### src/rtl/iqd_pkg.sv
// Shared encodings for the I/Q input demultiplexer.
package iqd_pkg;
    typedef enum logic {
        MODE_DUAL = 1'b0,
        MODE_ILV  = 1'b1
    } mode_e;

    typedef enum logic {
        FMT_TWOS   = 1'b0,
        FMT_OFFSET = 1'b1
    } fmt_e;
endpackage

### src/rtl/iqd_fmt_conv.sv
// Word-format converter: turns an offset-binary word into two's complement.
// It does this by flipping the sign bit. Purely combinational.
// Assumes DW >= 2.
module iqd_fmt_conv #(
    parameter int DW = 10
) (
    input  logic [DW-1:0] raw,
    input  logic          offset_en,
    output logic [DW-1:0] twos
);
    // Flip the MSB only when offset-binary coding is selected.
    always_comb begin
        twos         = raw;
        twos[DW-1]   = raw[DW-1] ^ offset_en;
    end
endmodule

### src/rtl/iqd_ilv_split.sv
// Interleaved-stream splitter. It tracks the I/Q phase of a single-bus stream.
// A rising marker aligns the stream, and the splitter holds each I word until its Q arrives.
// pair_fire is high in the cycle whose word is the Q that completes a pair.
// Assumes the word is already converted to two's complement.
// flush clears alignment and any held word.
module iqd_ilv_split #(
    parameter int DW = 10
) (
    input  logic          clk,
    input  logic          rst_n,
    input  logic          flush,
    input  logic [DW-1:0] word,
    input  logic          sel_i,
    output logic [DW-1:0] held_i,
    output logic          pair_fire
);
    logic sel_d;
    logic aligned;
    logic has_i;
    logic marker_rise;

    // Detect a 0-to-1 change of the marker.
    assign marker_rise = sel_i & ~sel_d;

    // The current word completes a pair when an I is held and no new marker overrides it.
    assign pair_fire = ~flush & ~marker_rise & has_i;

    // Remember the previous marker level.
    always_ff @(posedge clk) begin
        if (!rst_n) sel_d <= 1'b0;
        else        sel_d <= sel_i;
    end

    // Phase tracking: align on a marker, then alternate I and Q.
    always_ff @(posedge clk) begin
        if (!rst_n) begin
            aligned <= 1'b0;
            has_i   <= 1'b0;
            held_i  <= '0;
        end else if (flush) begin
            aligned <= 1'b0;
            has_i   <= 1'b0;
        end else if (marker_rise) begin
            aligned <= 1'b1;
            has_i   <= 1'b1;
            held_i  <= word;
        end else if (has_i) begin
            has_i   <= 1'b0;
        end else if (aligned) begin
            has_i   <= 1'b1;
            held_i  <= word;
        end
    end

    // two completed pairs never come back to back.
    p_pair_spacing_r4: assert property (@(posedge clk) disable iff (!rst_n)
        pair_fire |=> !pair_fire);

    // after a flush, the next cycle cannot complete a pair.
    p_flush_no_pair_r5: assert property (@(posedge clk) disable iff (!rst_n)
        flush |=> !pair_fire);

    // a pair completes only after an I word was taken on the previous edge.
    p_q_follows_i_r6: assert property (@(posedge clk) disable iff (!rst_n)
        pair_fire |-> ($past(rst_n) && !$past(flush) && !$past(pair_fire)));
endmodule

### src/rtl/iq_input_demux.sv
// I/Q input stage. It takes either two separate sample buses or one interleaved bus.
// Every word is converted to two's complement. A registered I/Q pair is presented
// with a one-cycle valid strobe.
// Assumes mode_ilv and fmt_offset are synchronous to clk.
// A change of mode_ilv drops any partial pair.
module iq_input_demux #(
    parameter int DW = 10
) (
    input  logic          clk,
    input  logic          rst_n,
    input  logic          mode_ilv,
    input  logic          fmt_offset,
    input  logic [DW-1:0] bus_a,
    input  logic [DW-1:0] bus_b,
    input  logic          sel_i,
    output logic          out_valid,
    output logic [DW-1:0] out_i,
    output logic [DW-1:0] out_q
);
    import iqd_pkg::*;

    localparam int NLANE = 2;

    logic [NLANE-1:0][DW-1:0] raw_w;
    logic [NLANE-1:0][DW-1:0] conv_w;
    logic                     mode_d;
    logic                     mode_chg;
    logic                     split_flush;
    logic [DW-1:0]            split_i;
    logic                     split_fire;
    logic                     is_ilv;
    logic                     offset_en;

    assign raw_w[0]  = bus_a;
    assign raw_w[1]  = bus_b;
    assign is_ilv    = (mode_e'(mode_ilv) == MODE_ILV);
    assign offset_en = (fmt_e'(fmt_offset) == FMT_OFFSET);

    // One format converter per input lane.
    for (genvar g = 0; g < NLANE; g++) begin : g_lane
        iqd_fmt_conv #(.DW(DW)) u_conv (
            .raw       (raw_w[g]),
            .offset_en (offset_en),
            .twos      (conv_w[g])
        );
    end

    // Track the mode seen at the previous edge, so a mode switch can be detected.
    always_ff @(posedge clk) begin
        if (!rst_n) mode_d <= 1'b0;
        else        mode_d <= mode_ilv;
    end

    assign mode_chg    = (mode_ilv != mode_d);
    assign split_flush = mode_chg | ~is_ilv;

    iqd_ilv_split #(.DW(DW)) u_split (
        .clk       (clk),
        .rst_n     (rst_n),
        .flush     (split_flush),
        .word      (conv_w[0]),
        .sel_i     (sel_i),
        .held_i    (split_i),
        .pair_fire (split_fire)
    );

    // Output register: choose the pair source by mode, and hold the data while not valid.
    always_ff @(posedge clk) begin
        if (!rst_n) begin
            out_valid <= 1'b0;
            out_i     <= '0;
            out_q     <= '0;
        end else if (mode_chg) begin
            out_valid <= 1'b0;
        end else if (!is_ilv) begin
            out_valid <= 1'b1;
            out_i     <= conv_w[0];
            out_q     <= conv_w[1];
        end else if (split_fire) begin
            out_valid <= 1'b1;
            out_i     <= split_i;
            out_q     <= conv_w[0];
        end else begin
            out_valid <= 1'b0;
        end
    end

    // a steady dual-bus mode delivers a pair on every edge.
    p_dual_every_edge_r2: assert property (@(posedge clk) disable iff (!rst_n)
        (!mode_ilv && !$past(mode_ilv)) |=> out_valid);

    // the edge of a mode switch delivers nothing.
    p_switch_quiet_r8: assert property (@(posedge clk) disable iff (!rst_n)
        ($past(rst_n) && (mode_ilv != $past(mode_ilv))) |=> !out_valid);

    // outputs are stable whenever no pair is delivered.
    p_hold_when_idle_r9: assert property (@(posedge clk) disable iff (!rst_n)
        (!out_valid && $past(rst_n)) |-> ($stable(out_i) && $stable(out_q)));
endmodule

### config.mk
export PLATFORM = sky130hd
export DESIGN_NAME = iq_input_demux
export DESIGN_NICKNAME = d
export VERILOG_FILES = /design/src/rtl/iqd_pkg.sv /design/src/rtl/iqd_fmt_conv.sv /design/src/rtl/iqd_ilv_split.sv /design/src/rtl/iq_input_demux.sv
export SDC_FILE = /design/constraint.sdc
export NUM_CORES = 1
export LEC_CHECK = 0
export BUFFER_PORTS_ARGS = -buffer_cell sky130_fd_sc_hd__buf_2
export CORE_MARGIN = 1
export CORE_UTILIZATION = 30
export CTS_CLUSTER_SIZE = 8
export DETAILED_ROUTE_END_ITERATION = 10
export GPL_TIMING_DRIVEN = 0
export PLACE_DENSITY = 0.58
export SLEW_MARGIN = 20
export SYNTH_ARGS = -nofsm -noshare
export SYNTH_HDL_FRONTEND = slang
export SYNTH_SLANG_ARGS = --single-unit
### constraint.sdc
create_clock -name clk -period 1.3 [get_ports clk]
set_input_delay 0.325 -clock clk [delete_from_list [all_inputs] [get_ports clk]]
set_output_delay 0.325 -clock clk [all_outputs]
set_load 0.005 [all_outputs]
---- Yosys cells after proc, flatten, opt, wreduce, memory -nomap -nowiden ----
Cells that the tools add are included.
storage, ports and cells
  register bits after elaboration ......... 35
  bits of input ports ..................... 25
  output and inout port bits .............. 21
  word-level logic and storage cells ...... 40
operators by class
  eq/ne operators ......................... 3
  mux-type cells .......................... 12
  bitwise gates (word level) .............. 12
  reduce and logical (&&, ||, !) cells .... 5
operators with widths
  kind                                            count
  2-to-1 mux 10 bit                               7
  inverter 1 bit                                  6
  2-to-1 mux 1 bit                                5
  OR reduction 2 bit                              2
  AND 1 bit                                       3
  AND reduction 3 bit                             1
  != test 2 x 1 -> 1 bit (second input constant)  1
  != test 2 bit (second input constant)           1
  AND reduction 2 bit                             1
  nonzero test 2 bit                              1
  bitwise XOR 1 bit                               2
  != test 1 bit                                   1
  OR 1 bit                                        1

---- Longest topological paths before layout ----
Gate-level depths: netlist (run 1).
  word-level depth ........................ 7
  depth in mapped cells ................... 6

---- Cells and area by module ----
A second synthesis (run 1) with hierarchy kept.
unflattened totals
  cell total of the unflattened synthesis .. 176
  area, all modules ....................... 1,893.1 um^2
modules (own cells, without submodules)
  module          times used  cells an instance  area an instance (um^2)  seq. area each (um^2)
  iq_input_demux  1           101                1,217.4                  440.4
  iqd_ilv_split   1           55                 523.0                    260.2
  iqd_fmt_conv    2           10                 76.3                     0.0

---- Least setup slack after synthesis (run 1) ----
OpenSTA, ideal clock, no wires.
  path kind ............................... input -> register
  start ................................... in mode_ilv
  end ..................................... reg out_i[0]
  library setup time ...................... 0.143 ns
  arrival ................................. 1.234 ns
  data required time ...................... 1.157 ns
  path slack .............................. -0.077 ns
  stages on the path ...................... 6
  path buffers ............................ 1
  cell sequence ........................... ha_1 nand2_1 o21a_2 nor2_4 buf_6 a211oi_2
on the way
  cells in the longest elaborated chain, start to end .. 7
RTL lines
  item                                             RTL line                                    source
  from (decl)                                      iq_input_demux.sv:11                        input logic mode_ilv,
  != test 1 bit or inverter 1 bit (tied branches)  iq_input_demux.sv:54, iq_input_demux.sv:55
  OR 1 bit                                         iq_input_demux.sv:55                        assign split_flush = mode_chg | ~is_ilv;
  inverter 1 bit                                   iqd_ilv_split.sv:26                         assign pair_fire = ~flush & ~marker_rise & has_i;
  AND 1 bit (2 in a row)                           iqd_ilv_split.sv:26
  != test 2 x 1 -> 1 bit (no line)                 n/a
  AND reduction 2 bit (no line)                    n/a
  to (signal assigned)                             iq_input_demux.sv:77                        out_i <= conv_w[0];
  to (signal assigned)                             iq_input_demux.sv:81                        out_i <= split_i;
  to (decl)                                        iq_input_demux.sv:17                        output logic [DW-1:0] out_i,
Several ways; a longest one is shown, not always the timed one.
A chain may end at the register's enable or synchronous reset.

---- Worst setup path in the final report (run 1) ----
  start ................................... reg mode_d
  end ..................................... reg out_q[8]
on the way
  cells in the longest elaborated chain, start to end .. 7
RTL lines
  item                               RTL line              source
  from (decl)                        iq_input_demux.sv:26  logic mode_d;
  from (signal assigned)             iq_input_demux.sv:51  else mode_d <= mode_ilv;
  != test 1 bit (*)                  iq_input_demux.sv:54  assign mode_chg = (mode_ilv != mode_d);
  OR 1 bit                           iq_input_demux.sv:55
  inverter 1 bit                     iqd_ilv_split.sv:26
  AND 1 bit (2 in a row)             iqd_ilv_split.sv:26
  != test 2 x 1 -> 1 bit (no line)   n/a
  AND reduction 2 bit (no line) (*)  n/a
  to (signal assigned)               iq_input_demux.sv:78  out_q <= conv_w[1];
  to (signal assigned)               iq_input_demux.sv:82  out_q <= conv_w[0];
  to (decl)                          iq_input_demux.sv:18  output logic [DW-1:0] out_q
Every way passes the cells marked *; elsewhere a longest branch is shown, timed or not.

==> results, run 1 <==
- The run finished with clean final reports.
- The fraction of layout instances using a drive strength above 1 is 0.453.
- The count of boundary I/O pins is 46.
- After synthesis, the cell types taking the most area are sky130_fd_sc_hd__dfxtp_1 44%, sky130_fd_sc_hd__mux2i_1 19%, sky130_fd_sc_hd__a211oi_2 7.9%.
- The start point of the worst hold path is sel_i.
- The hold path endpoint is u_split.sel_d.
- The met3 track demand over resource in global routing is 0.0522.
- The number of failing setup endpoints in the final timing report is 0.
- The DRC violation count after routing is 0.
- The internal portion of the total power is 1.73 mW.
- The count of buffers inserted at the top-level ports is 45.
- The number of instances in the placed design is 260.
- Of the available clock period, the critical path in the final layout requires 0.988.
- In this run the cell area of the synthesized design comes to 1590 um2.
- The kind of launch point of the worst setup path is a flop.
- Of the total synthesized cell area, the portion taken by XOR and XNOR cells is 0.0110.
- The hold violation total from the final report is 0.
- The global-route met2 utilization is 0.233.
- The count of cells along the worst hold path is 2.
- The count of nets left with antenna violations once routing finished came out at 0.
- The half-perimeter wire length after detailed placement is 2660 um.
- The pin count of the biggest net entering global routing is 12.
- The required time reported for the critical path endpoint is 1.45 ns.
- Of the total power, the clock network draws 0.329.
- The register clock-pin slew on the reported worst setup and hold paths is 0.07 ns.
- The die is 74.8 um wide.
- The number of sinks driven by the clock tree is 35.
- The post-synthesis sequential area ratio is 0.441.
- TritonCTS built the clock tree.
- At the end of routability-driven placement, the weighted congestion stood at 0.772.
- Subtracting the final worst setup slack from the clock period gives 1.28 ns.
- The initial utilization of the core area, before any placement, comes to 0.311.
- The final wirelength is 3770 um.
- The share of total power dissipated in combinational logic is 0.187.
- Dividing the detail-routed via count by the number of cells gives 4.66.
- In the layout the commonest cells are 47 x sky130_fd_sc_hd__buf_2, 33 x sky130_fd_sc_hd__dfxtp_1, 30 x sky130_fd_sc_hd__mux2i_1.
- The number of pins exceeding their max-slew limit in the final report is 0.
- At the pin with the least slew margin, the transition time is 0.694 ns.
- The worst register-to-register path begins at mode_d.
- In the global route stage, overall resource usage came out at 0.148.
- The layout filler cell count is 527.
- After global routing the overflow that remains totals 0.
- In this run the core area contains 26 standard-cell rows.
- For this run, the top clock speed supported by timing is 0.779 GHz.
- The maximum ir drop on the vdd rail is 0.504 mV.
- The layer carrying the most global-route usage is met2.
- Of the total synthesized cell area, the portion taken by AND, OR, NAND and NOR gates is 0.0662.
- The biggest area consumer among synthesized cells is sky130_fd_sc_hd__dfxtp_1.
- From synthesis to final layout, the design area changed by 31.9%.
- The count of routing violations after the opening detailed-route iteration is 40.
- The first-pass GRT wire length is 5960 um.
- The mux share of post-synthesis cell area is 0.189.
- The most frequent standard cell in the layout excluding fill and tap cells is sky130_fd_sc_hd__buf_2.
- After synthesis, the largest family of logic cells by area is compound AO/OA/AOI/OAI gates.
- The number of library cell types mapped by synthesis is 31.
- The die is 74.8 um tall.
- The standby leakage power is 0.982 nW.
- The worst clock skew is 0.00503 ns.
- For this run, the detailed router's first-pass iteration total came to 4.
- The via count is 1273.
- In this run the tightest slew margin relative to its limit is 0.538.
- The number of nets produced by synthesis is 171.
- The post-synthesis register bit count is 35.
- The power density normalized to cell area is 1150 nW/um2.
- The tightest min-delay check is of the in -> reg type.
- The average instance in the mapped netlist occupies 11.0 um2.
- The number of antenna violations at the first check in global routing is 0.
- The register-to-register setup slack is 0.02 ns.
- The switching power total is 0.690 mW.
- The worst setup path is captured at a flop.
- The final net count is 228.
- The data arrival time of the critical path is 1.43 ns.
- The number of levels the H-tree was split into is 2.
- By startpoint and endpoint, the worst setup path is classified as reg -> reg.
- The endpoint of the lowest-slack register-to-register path is out_q[8].
- The number of global-route vias before repair was 1212.
- The number of warnings reported in the yosys synthesis log is 0.
- Across the run, the number of max-cap violations was 0.
- For the worst-skew pair, the clock arrives at the later sink with an insertion delay of 0.29 ns.
- In this run the clock root is driven by a sky130_fd_sc_hd__clkbuf_8.
- Of the post-synthesis cell area, the dominant cell type holds 0.441.
- The total clock buffers created by CTS is 5.
- In the final layout, flip-flops and latches occupy 703 um2.
- For this design, the CTS-stage hold fixing added 0 buffers.
- The fraction of met1 tracks used by global routing is 0.184.
- Of all nets on the critical path, the largest fanout is 10.
- Synthesis handed over a netlist of 145 instances.
- The maximum root-to-sink buffer count is 2.
- The switching power share of the total is 0.285.
- The share of total power dissipated in sequential elements is 0.484.
- The cell count of the worst reg-to-reg path is 6.
- The power after layout is 2.42 mW.
- The overall die area is 5590 um2.
- Setup repair after global routing could not meet its margin everywhere.
- The repair_antennas step left the layout with diodes totalling 0.
- The number of standard cells in the layout, taps in and fillers out is 273.
- After detailed routing, the average wire length per cell comes to 13.8 um.
- The core footprint is 5110 um2.
- Of the total synthesized cell area, the portion taken by full adders, half adders and majority gates is 0.00788.
- The area taken by multi-input logic gates is 836 um2.
- The compound-cell area share of the yosys netlist was 0.236.
==> worst max-delay path: stages (launching register included) <==
cell	delay [ns]
sky130_fd_sc_hd__dfxtp_2	0.34
sky130_fd_sc_hd__ha_4	0.14
sky130_fd_sc_hd__nand2_4	0.06
sky130_fd_sc_hd__o21a_4	0.23
sky130_fd_sc_hd__nor2_4	0.13
sky130_fd_sc_hd__buf_8	0.17
sky130_fd_sc_hd__a211oi_2	0.07
==> kinds of logic after synthesis <==
kind of cell               count (synthesis)
buffers and inverters                     13
and+or+nand+nor                           20
xor gates and xnor gates                   2
AOI/OAI and AO/OA                         44
adders and majority gates                  1
DFF                                       35
muxes                                     30
==> stage by stage <==
stage                     setup TNS, ns  setup WS [ns]  cell area [um2]  utilization  hold slack (ns)
after detailed placement          -4.60         -0.301             1930        0.378            0.459
after floorplan                  -0.189        -0.0206             1620            -            0.447
after global placement            -4.70         -0.310             1930        0.378            0.455
after CTS                             0        0.00332             2040        0.399            0.244
final                                 0         0.0158             2090        0.410            0.247
after global routing             -0.534        -0.0470             2090        0.410            0.244
==> Yosys cell counts <==
cell type                  count
sky130_fd_sc_hd__nor2b_1       1
sky130_fd_sc_hd__inv_1         2
sky130_fd_sc_hd__o21a_2        1
sky130_fd_sc_hd__dfxtp_1      35
sky130_fd_sc_hd__buf_6         2
sky130_fd_sc_hd__xnor2_1       1
sky130_fd_sc_hd__o21ai_0       1
sky130_fd_sc_hd__o211ai_1      1
sky130_fd_sc_hd__nand2_1       2
sky130_fd_sc_hd__o21a_1        1
sky130_fd_sc_hd__nor2_4        1
sky130_fd_sc_hd__a21oi_2       9
sky130_fd_sc_hd__a21oi_1      10
sky130_fd_sc_hd__and2_1        2
sky130_fd_sc_hd__nand3_1       1
sky130_fd_sc_hd__nor2_1       10
sky130_fd_sc_hd__xor2_1        1
sky130_fd_sc_hd__mux2i_1      30
sky130_fd_sc_hd__a211oi_1      8
sky130_fd_sc_hd__buf_4         3
sky130_fd_sc_hd__o21ai_4       1
sky130_fd_sc_hd__nor3_1        1
sky130_fd_sc_hd__inv_2         1
sky130_fd_sc_hd__clkbuf_1      3
sky130_fd_sc_hd__ha_1          1
sky130_fd_sc_hd__a211oi_2     10
sky130_fd_sc_hd__buf_2         2
sky130_fd_sc_hd__nor2b_4       1
sky130_fd_sc_hd__nand2b_1      1
sky130_fd_sc_hd__o21ai_1       1
sky130_fd_sc_hd__o211a_1       1
==> registers in the layout (all words and copies together), names as in the netlist <==
name	cells
u_split.sel_d	1
mode_d	1
u_split.has_i	1
out_i	10
out_q	10
u_split.aligned	1
out_valid	1
u_split.held_i	10
==> area by class of cell <==
| cell class | count | area share |
|---|---|---|
| Multi-Input combinational cell | 97 | 0.399 |
| Timing Repair Buffer | 50 | 0.137 |
| Clock inverter | 2 | 0.00597 |
| Clock buffer | 6 | 0.0346 |
| Sequential cell | 35 | 0.336 |
| Tap cell | 70 | 0.0418 |
| Inverter | 3 | 0.00657 |
| Buffer | 10 | 0.0388 |
==> power by group through the flow <==
stage	Combinational [mW]	Clock [mW]	Sequential, mW
after global placement	0.423	0	1.20
final	0.452	0.797	1.17
after floorplan	0.264	0	1.20
after CTS	0.439	0.811	1.17
after detailed placement	0.426	0	1.19
after global routing	0.493	0.861	1.18
==> how the worst max path moves through the flow <==
stage	from	endpoint	slack, ns	cells past startpoint
detailed placement	mode_ilv	out_q[7]	-0.30	7
finish	mode_d	out_q[8]	0.02	6
global route	mode_d	out_q[8]	-0.05	6
CTS	mode_d	out_q[8]	0.003	6
global placement	mode_ilv	out_i[5]	-0.31	7
floorplan	mode_ilv	out_i[0]	-0.02	6
==> metal layers <==
layer | wire [um] | share of wire | up-vias
met1 | 1770 | 0.47 | 600
met5 | 0 | 0 | -
li1 | - | - | 637
met4 | 72 | 0.019 | 0
met3 | 233 | 0.062 | 6
met2 | 1700 | 0.45 | 30
==> repair_timing <==
| action | in CTS | in global routing |
|---|---|---|
| hold endpoints to repair | 0 | 0 |
| setup endpoints to repair | 12 | 29 |
| cloned | 0 | 1 |
| buffers inserted | 3 | 1 |
| pin swaps | 2 | 10 |
| gates resized for setup | 1 | 7 |
Power figures use the tool's default switching activity.
==> run 2, diff against run 1 <==
==> constraint.sdc (replaced) <==
create_clock -name clk -period 1.3 [get_ports clk]
set_input_delay 0.26 -clock clk [delete_from_list [all_inputs] [get_ports clk]]
set_output_delay 0.26 -clock clk [all_outputs]
set_load 0.005 [all_outputs]
==> run 2 against run 1 <==
  * Combinational power is 2% higher
  * Clock skew hardly changed
  * Sequential cell count stayed put
  * Critical path depth stayed put
  * Worst setup slack better by 0.014 ns
  * Design area is 0.48% higher
  * Critical path type unchanged
  * Routed wire length is 1.1% higher
  * Power is 3.1% lower
  * Sequential share of layout area is 0.16 points lower
  * Count of clock-buffer cells in the layout stayed put
==> results, run 2 (synthesized netlist as in run 1, its figures left out) <==
- In this run, the number of DRC markers left after iteration 0 of detailed routing was 40.
- The number of pins exceeding their max-slew limit in the final report was 0.
- Across the routed clock network, the largest skew measured is 0.00506 ns.
- The clock tree synthesis step divided the H-tree into 2 levels.
- The number of global-route vias before repair is 1181.
- The critical path in this run is classified as reg -> reg.
- The maximum fanout count along the critical path is 10.
- Using the TritonRoute via totals, the vias-per-cell ratio works out to 4.68.
- The post-layout instance area is 2100 um2.
- Among cell families on the critical path, the largest total delay comes from flip-flops.
- The capturing instance or port of the critical path is out_i[1].
- The number of antenna violations at the first check in global routing is 0.
- The maximum ir drop on the vdd rail is 0.412 mV.
- Across all layers, the routed design uses 1273 vias.
- The core footprint is 5110 um2.
- In this run the remaining antenna-violating nets after routing total 0.
- The number of gates on the worst path with buffers counted is 6.
- The min-delay analysis places its worst path in the category in -> reg.
- The hold violation total from the final report is 0.
- After clock tree synthesis, the clock-pin slew on the worst setup and hold paths is 0.07 ns.
- The overflow left after global routing is 0.
- TritonCTS built the clock tree.
- The worst setup path is launched from a flop.
- The first-pass GRT wire length is 5940 um.
- In the layout the commonest cells are 47 x sky130_fd_sc_hd__buf_2, 33 x sky130_fd_sc_hd__dfxtp_1, 30 x sky130_fd_sc_hd__mux2i_1.
- The worst hold margin is 0.196 ns.
- Clock tree synthesis inserted a total of 5 buffers.
- The fraction of layout instances using a drive strength above 1 is 0.460.
- The endpoint of the lowest-slack register-to-register path is out_i[1].
- The placed standard-cell area is 1910 um2.
- Setup repair after global routing could not meet its margin everywhere.
- The standard-cell row count is 26.
- The master cell of the clock root buffer is sky130_fd_sc_hd__clkbuf_8.
- For this design, the CTS-stage hold fixing added 0 buffers.
- CTS saw 35 sinks.
- The power density normalized to cell area is 1110 nW/um2.
- The layout filler cell count is 545.
- The final net count is 229.
- The count of antenna diodes in the layout is 0.
- The die covers 5590 um2.
- Tracing the worst setup path back leads to its startpoint at mode_d.
- The largest registers in the layout are out_i x10, out_q x10, u_split.held_i x10.
- In the final routed layout, each cell accounts on average for 14.0 um.
- The total of max-cap violations is 0.
- The global routing stage identified its most utilized layer as met2.
- The clock passes through at most 2 buffers.
- The HPWL after detailed placement is 2700 um.
- Measured against its own limit, the worst slew margin works out to 0.579.
- The initial utilization of the core area, before any placement, comes to 0.311.
- The count of boundary I/O pins is 46.
- The endpoint kind of the worst setup timing path is a flop.
- The first-pass iteration count of the detailed router is 4.
- The run finished with clean final reports.
- The slowest library cell on the worst path is sky130_fd_sc_hd__dfxtp_2.
- The floorplan step set the die width to 74.8 um.
- Of the available clock period, the critical path in the final layout requires 0.977.
- The signal on the critical path passes through ha_4, nand2_4, o21a_4, nor2_4, buf_8, a211oi_2.
- The largest single stage delay on the critical path is 0.34 ns.
- The number of failing setup endpoints in the final timing report is 0.
- The clock period could shrink to 1.27 ns.
- The clock insertion delay at the later pin of the skew report is 0.28 ns.
- Summed over all cells, the static leakage comes to 0.981 nW.
- The global-route met2 utilization is 0.239.
- Entering global routing, the biggest net connects 11 pins.
- The fraction of met1 tracks used by global routing is 0.180.
- Counting instances, the worst hold path has a depth of 2.
- Port buffering added 45 buffers.
- After detailed routing, the total wire length is 3810 um.
- Data on the critical path is required at its endpoint by 1.44 ns.
- The die is 74.8 um tall.
- The slew of the pin with the lowest slew margin is 0.632 ns.
- The DRC violation count after routing is 0.
- In the global route stage, met3 resource usage came out at 0.0415.
- The reg-to-reg critical path startpoint is mode_d.
- The cell count of the worst reg-to-reg path is 6.
- The register-to-register setup slack is 0.03 ns.
- The worst path buffer plus inverter count is 1.
- The most frequent standard cell in the layout excluding fill and tap cells is sky130_fd_sc_hd__buf_2.
- The global routing usage summed across all routing layers is 0.145.
- The post-synthesis to final-layout area growth is 32.5%.
- Routability-driven placement finished with a final weighted congestion of 0.715.
- Data on the critical path arrives at its endpoint at 1.41 ns.
- The fmax is 0.787 GHz.
## run 2: report_power, final
group,internal [mW],switching [mW],total [mW]
Sequential,1.14,0.0349,1.17
Clock,0.357,0.354,0.710
Combinational,0.224,0.239,0.463
## run 2: area by class of cell
type / instances / area (um2) / share of cell area
plain buffers: 10 / 90.1 / 0.0428
clock buffers: 6 / 72.6 / 0.0345
multi-input cells: 97 / 852 / 0.405
repair buffers: 51 / 285 / 0.136
well taps: 70 / 87.6 / 0.0416
flip-flops and latches: 35 / 703 / 0.334
inverters: 3 / 13.8 / 0.00654
## run 2: what timing repair did
item,in CTS,in global routing
gates cloned,0,1
setup endpoints to repair,20,30
pin swaps,6,6
setup buffers,5,0
resized for setup,6,14
## run 2: how the worst min path moves through the flow
stage | slack, ns | endpoint | start
3_3_place_gp | 0.45 | out_i[9] | out_i[9]
2_1_floorplan | 0.38 | u_split.sel_d | sel_i
4_1_cts | 0.19 | u_split.sel_d | sel_i
6_report | 0.20 | u_split.sel_d | sel_i
5_1_grt | 0.21 | u_split.sel_d | sel_i
3_5_place_dp | 0.45 | out_i[9] | out_i[9]
## run 2: stage by stage
step	instances	util	setup TNS (ns)	power (mW)	setup slack, ns
final	272	0.412	0	2.34	0.0295
after global routing	272	0.412	-0.159	2.47	-0.0245
after CTS	271	0.400	-0.0224	2.36	-0.0109
after detailed placement	260	0.374	-3.54	1.61	-0.274
after global placement	260	0.374	-3.59	1.61	-0.279
after floorplan	145	-	-0.374	1.46	-0.0391
## run 2: routing by layer
layer | share of wire | up-vias | wire length [um]
li1 | - | 639 | -
met2 | 0.50 | 22 | 1890
met3 | 0.042 | 6 | 159
met1 | 0.45 | 606 | 1700
met5 | 0 | - | 0
met4 | 0.016 | 0 | 60
==> run 3, diff against run 2 <==
--- a/config.mk
+++ b/config.mk
@@ -12,6 +12,8 @@
 export DETAILED_ROUTE_END_ITERATION = 10
 export GPL_TIMING_DRIVEN = 0
 export PLACE_DENSITY = 0.58
+export RECOVER_POWER = 100
+export REMOVE_ABC_BUFFERS = 1
 export SLEW_MARGIN = 20
 export SYNTH_ARGS = -nofsm -noshare
 export SYNTH_HDL_FRONTEND = slang
==> run 3 against run 2 <==
  * The run now ends with setup timing left
  * Clock skew down 0.00087 ns
  * Sequential power about the same
  * Design area up 2.3%
  * Critical endpoint is now out_i[8]
  * Largest cell class unchanged
==> results, run 3 (synthesized netlist as in run 1, its figures left out) <==
- The hold violation total from the final report came to 0.
- Setup repair after global routing could not meet its margin everywhere.
- The number of global-route vias before repair is 1089.
- The CTS tree is yes.
- The total overflow left after global routing is 0.
- The completed layout was analyzed and its total power is 2.66 mW.
- The delay of the slowest cell on the worst path is 0.34 ns.
- The standby leakage power is 0.998 nW.
- Traced cell by cell, the critical path runs through ha_4, nand2_4, o21a_4, nor2_4, clkbuf_16, a211oi_1.
- In this run, post-CTS hold repair placed 0 buffers.
- The effective utilization at floorplan is 0.311.
- Row generation in the floorplan step produced 26 rows.
- The run finished, with violations left.
- The vertical die dimension is 74.8 um.
- The H-tree generated during clock tree synthesis spans 2 levels.
- The number of pins exceeding their max-slew limit in the final report was 0.
- For this run, design rule violations remaining after detail routing come to 0.
- Detailed placement finished with a half-perimeter wire length of 2090 um.
- The data arrival time of the critical path is 1.56 ns.
- The pre-antenna-repair detailed-routing pass consisted of 4 iterations.
- The count of buffers added on input and output ports is 45.
- The largest registers in the layout are out_i x10, out_q x10, u_split.held_i x10.
- In the finished design, the share of the clock period the worst path needs comes to 1.09.
- In this run the remaining antenna-violating nets after routing total 0.
- The cell sitting at the root of the clock tree is a sky130_fd_sc_hd__clkbuf_8.
- The clock insertion delay at the later pin of the skew report is 0.28 ns.
- The first global-routing pass estimated 5330 um of wire.
- Relative to the synthesized area, the layout overhead comes to 35.5%.
- Of all nets on the critical path, the largest fanout is 5.
- For this run, the total global-route usage over all layers was measured as 0.130.
- The total clock buffers created by CTS is 5.
- The slack of the critical path is -0.115 ns.
- For the worst setup path, the data required time is 1.44 ns.
- The via count is 1251.
- Setup violations remaining at the end of the flow were counted as 19.
- The most frequent standard cell in the layout excluding fill and tap cells is sky130_fd_sc_hd__buf_2.
- The core region is 5110 um2.
- The startpoint-to-endpoint class of the critical path is reg -> reg.
- Pin placement for this block handled 46 I/O pins.
- Summed over all layers, the routed wires come to 3790 um.
- Derived from the worst setup path, the maximum achievable clock frequency is 0.707 GHz.
- The floorplan step defined a die boundary enclosing 5590 um2.
- The slowest library cell on the worst path is sky130_fd_sc_hd__dfxtp_2.
- Max-cap violations in this run came to 0.
- Subtracting the final worst setup slack from the clock period gives 1.42 ns.
- The final cell utilization of the core is 0.421.
- In this run, the number of DRC markers left after iteration 0 of detailed routing was 45.
- The min-delay analysis places its worst path in the category in -> reg.
- The endpoint kind of the worst setup timing path is a flop.
- In this run the tightest slew margin relative to its limit is 0.586.
- The maximum ir drop on the vdd rail is 0.385 mV.
- The ratio of routed vias to standard cells is 4.70.
- The maximum root-to-sink buffer count is 2.
- For this run, the post-layout net count is 221.
- The clock net in this run drives a total of 35 sinks.
- On the final layout, the worst clock skew is 0.00420 ns.
- The fraction of layout instances using a drive strength above 1 is 0.459.
- In the layout the commonest cells are 44 x sky130_fd_sc_hd__buf_2, 34 x sky130_fd_sc_hd__dfxtp_1, 30 x sky130_fd_sc_hd__mux2i_1.
- The floorplan step set the die width to 74.8 um.
- The final reports fail on setup timing.
- The worst setup path is launched from a flop.
- Routability-driven placement finished with a final weighted congestion of 0.647.
- The wire length per cell after detailed routing is 14.2 um.
- For the pin with the worst max-slew slack, the measured transition is 0.620 ns.
- The register clock-pin slew on the reported worst setup and hold paths is 0.07 ns.
- The pin count of the biggest net entering global routing is 31.
- The number of antenna violations at the first check in global routing came to 0.
- Dividing total power by cell area gives a power density of 1230 nW/um2.
- 0 antenna diodes ended up in the layout.
run 3: critical path: cells and delay by family (launching register included):
kind	cells	cell delay [ns]
buffers and inverters	1	0.21
and+or+nand+nor	2	0.29
AOI/OAI and AO/OA	2	0.27
adders and majority gates	1	0.15
DFF	1	0.34
run 3: metrics by stage:
step / hold slack (ns) / std cells / TNS [ns] / setup WS, ns / area (um2)
final: 0.199 / 266 / -1.66 / -0.115 / 2150
after global routing: 0.196 / 266 / -2.70 / -0.161 / 2150
after CTS: 0.190 / 261 / -3.43 / -0.157 / 2030
after detailed placement: 0.456 / 250 / -29.09 / -1.07 / 1830
after global placement: 0.449 / 250 / -29.47 / -1.06 / 1830
after floorplan: 0.382 / 135 / -4.35 / -0.245 / 1520
run 3: report_power, final:
part | internal (mW) | switching (mW) | total [mW]
Combinational | 0.231 | 0.240 | 0.471
Clock | 0.621 | 0.397 | 1.02
Sequential | 1.14 | 0.0337 | 1.17
Total | 1.99 | 0.670 | 2.66
run 3: final timing paths:
check | start | to | slack, ns | cells past startpoint
min | sel_i | u_split.sel_d | 0.20 | 2
min reg2reg | out_i[9] | out_i[9] | 0.46 | 2
max reg2reg | mode_d | out_i[8] | -0.12 | 6
max | mode_d | out_i[8] | -0.12 | 6
run 3: cell type report:
cell class              instances  area, um2
multi-input cells              97        847
well taps                      70       87.6
inverters                       3       13.8
flip-flops and latches         35        702
clock buffers                   6       82.6
repair buffers                 53        384
clock inverters                 2       35.0
fillers                       502       2960
run 3: what timing repair did:
action,CTS,global route
setup endpoints to repair,31,30
gates resized for setup,5,7
pin swaps,2,3
buffers inserted,3,2
gates cloned,0,3
run 3: layer usage:
metal,share of wire,vias to the layer above,global-route usage
met5,0,-,0
met4,0,0,0.0377
met3,0.024,0,0.0402
met2,0.50,22,0.202
met1,0.47,603,0.173
li1,-,626,-
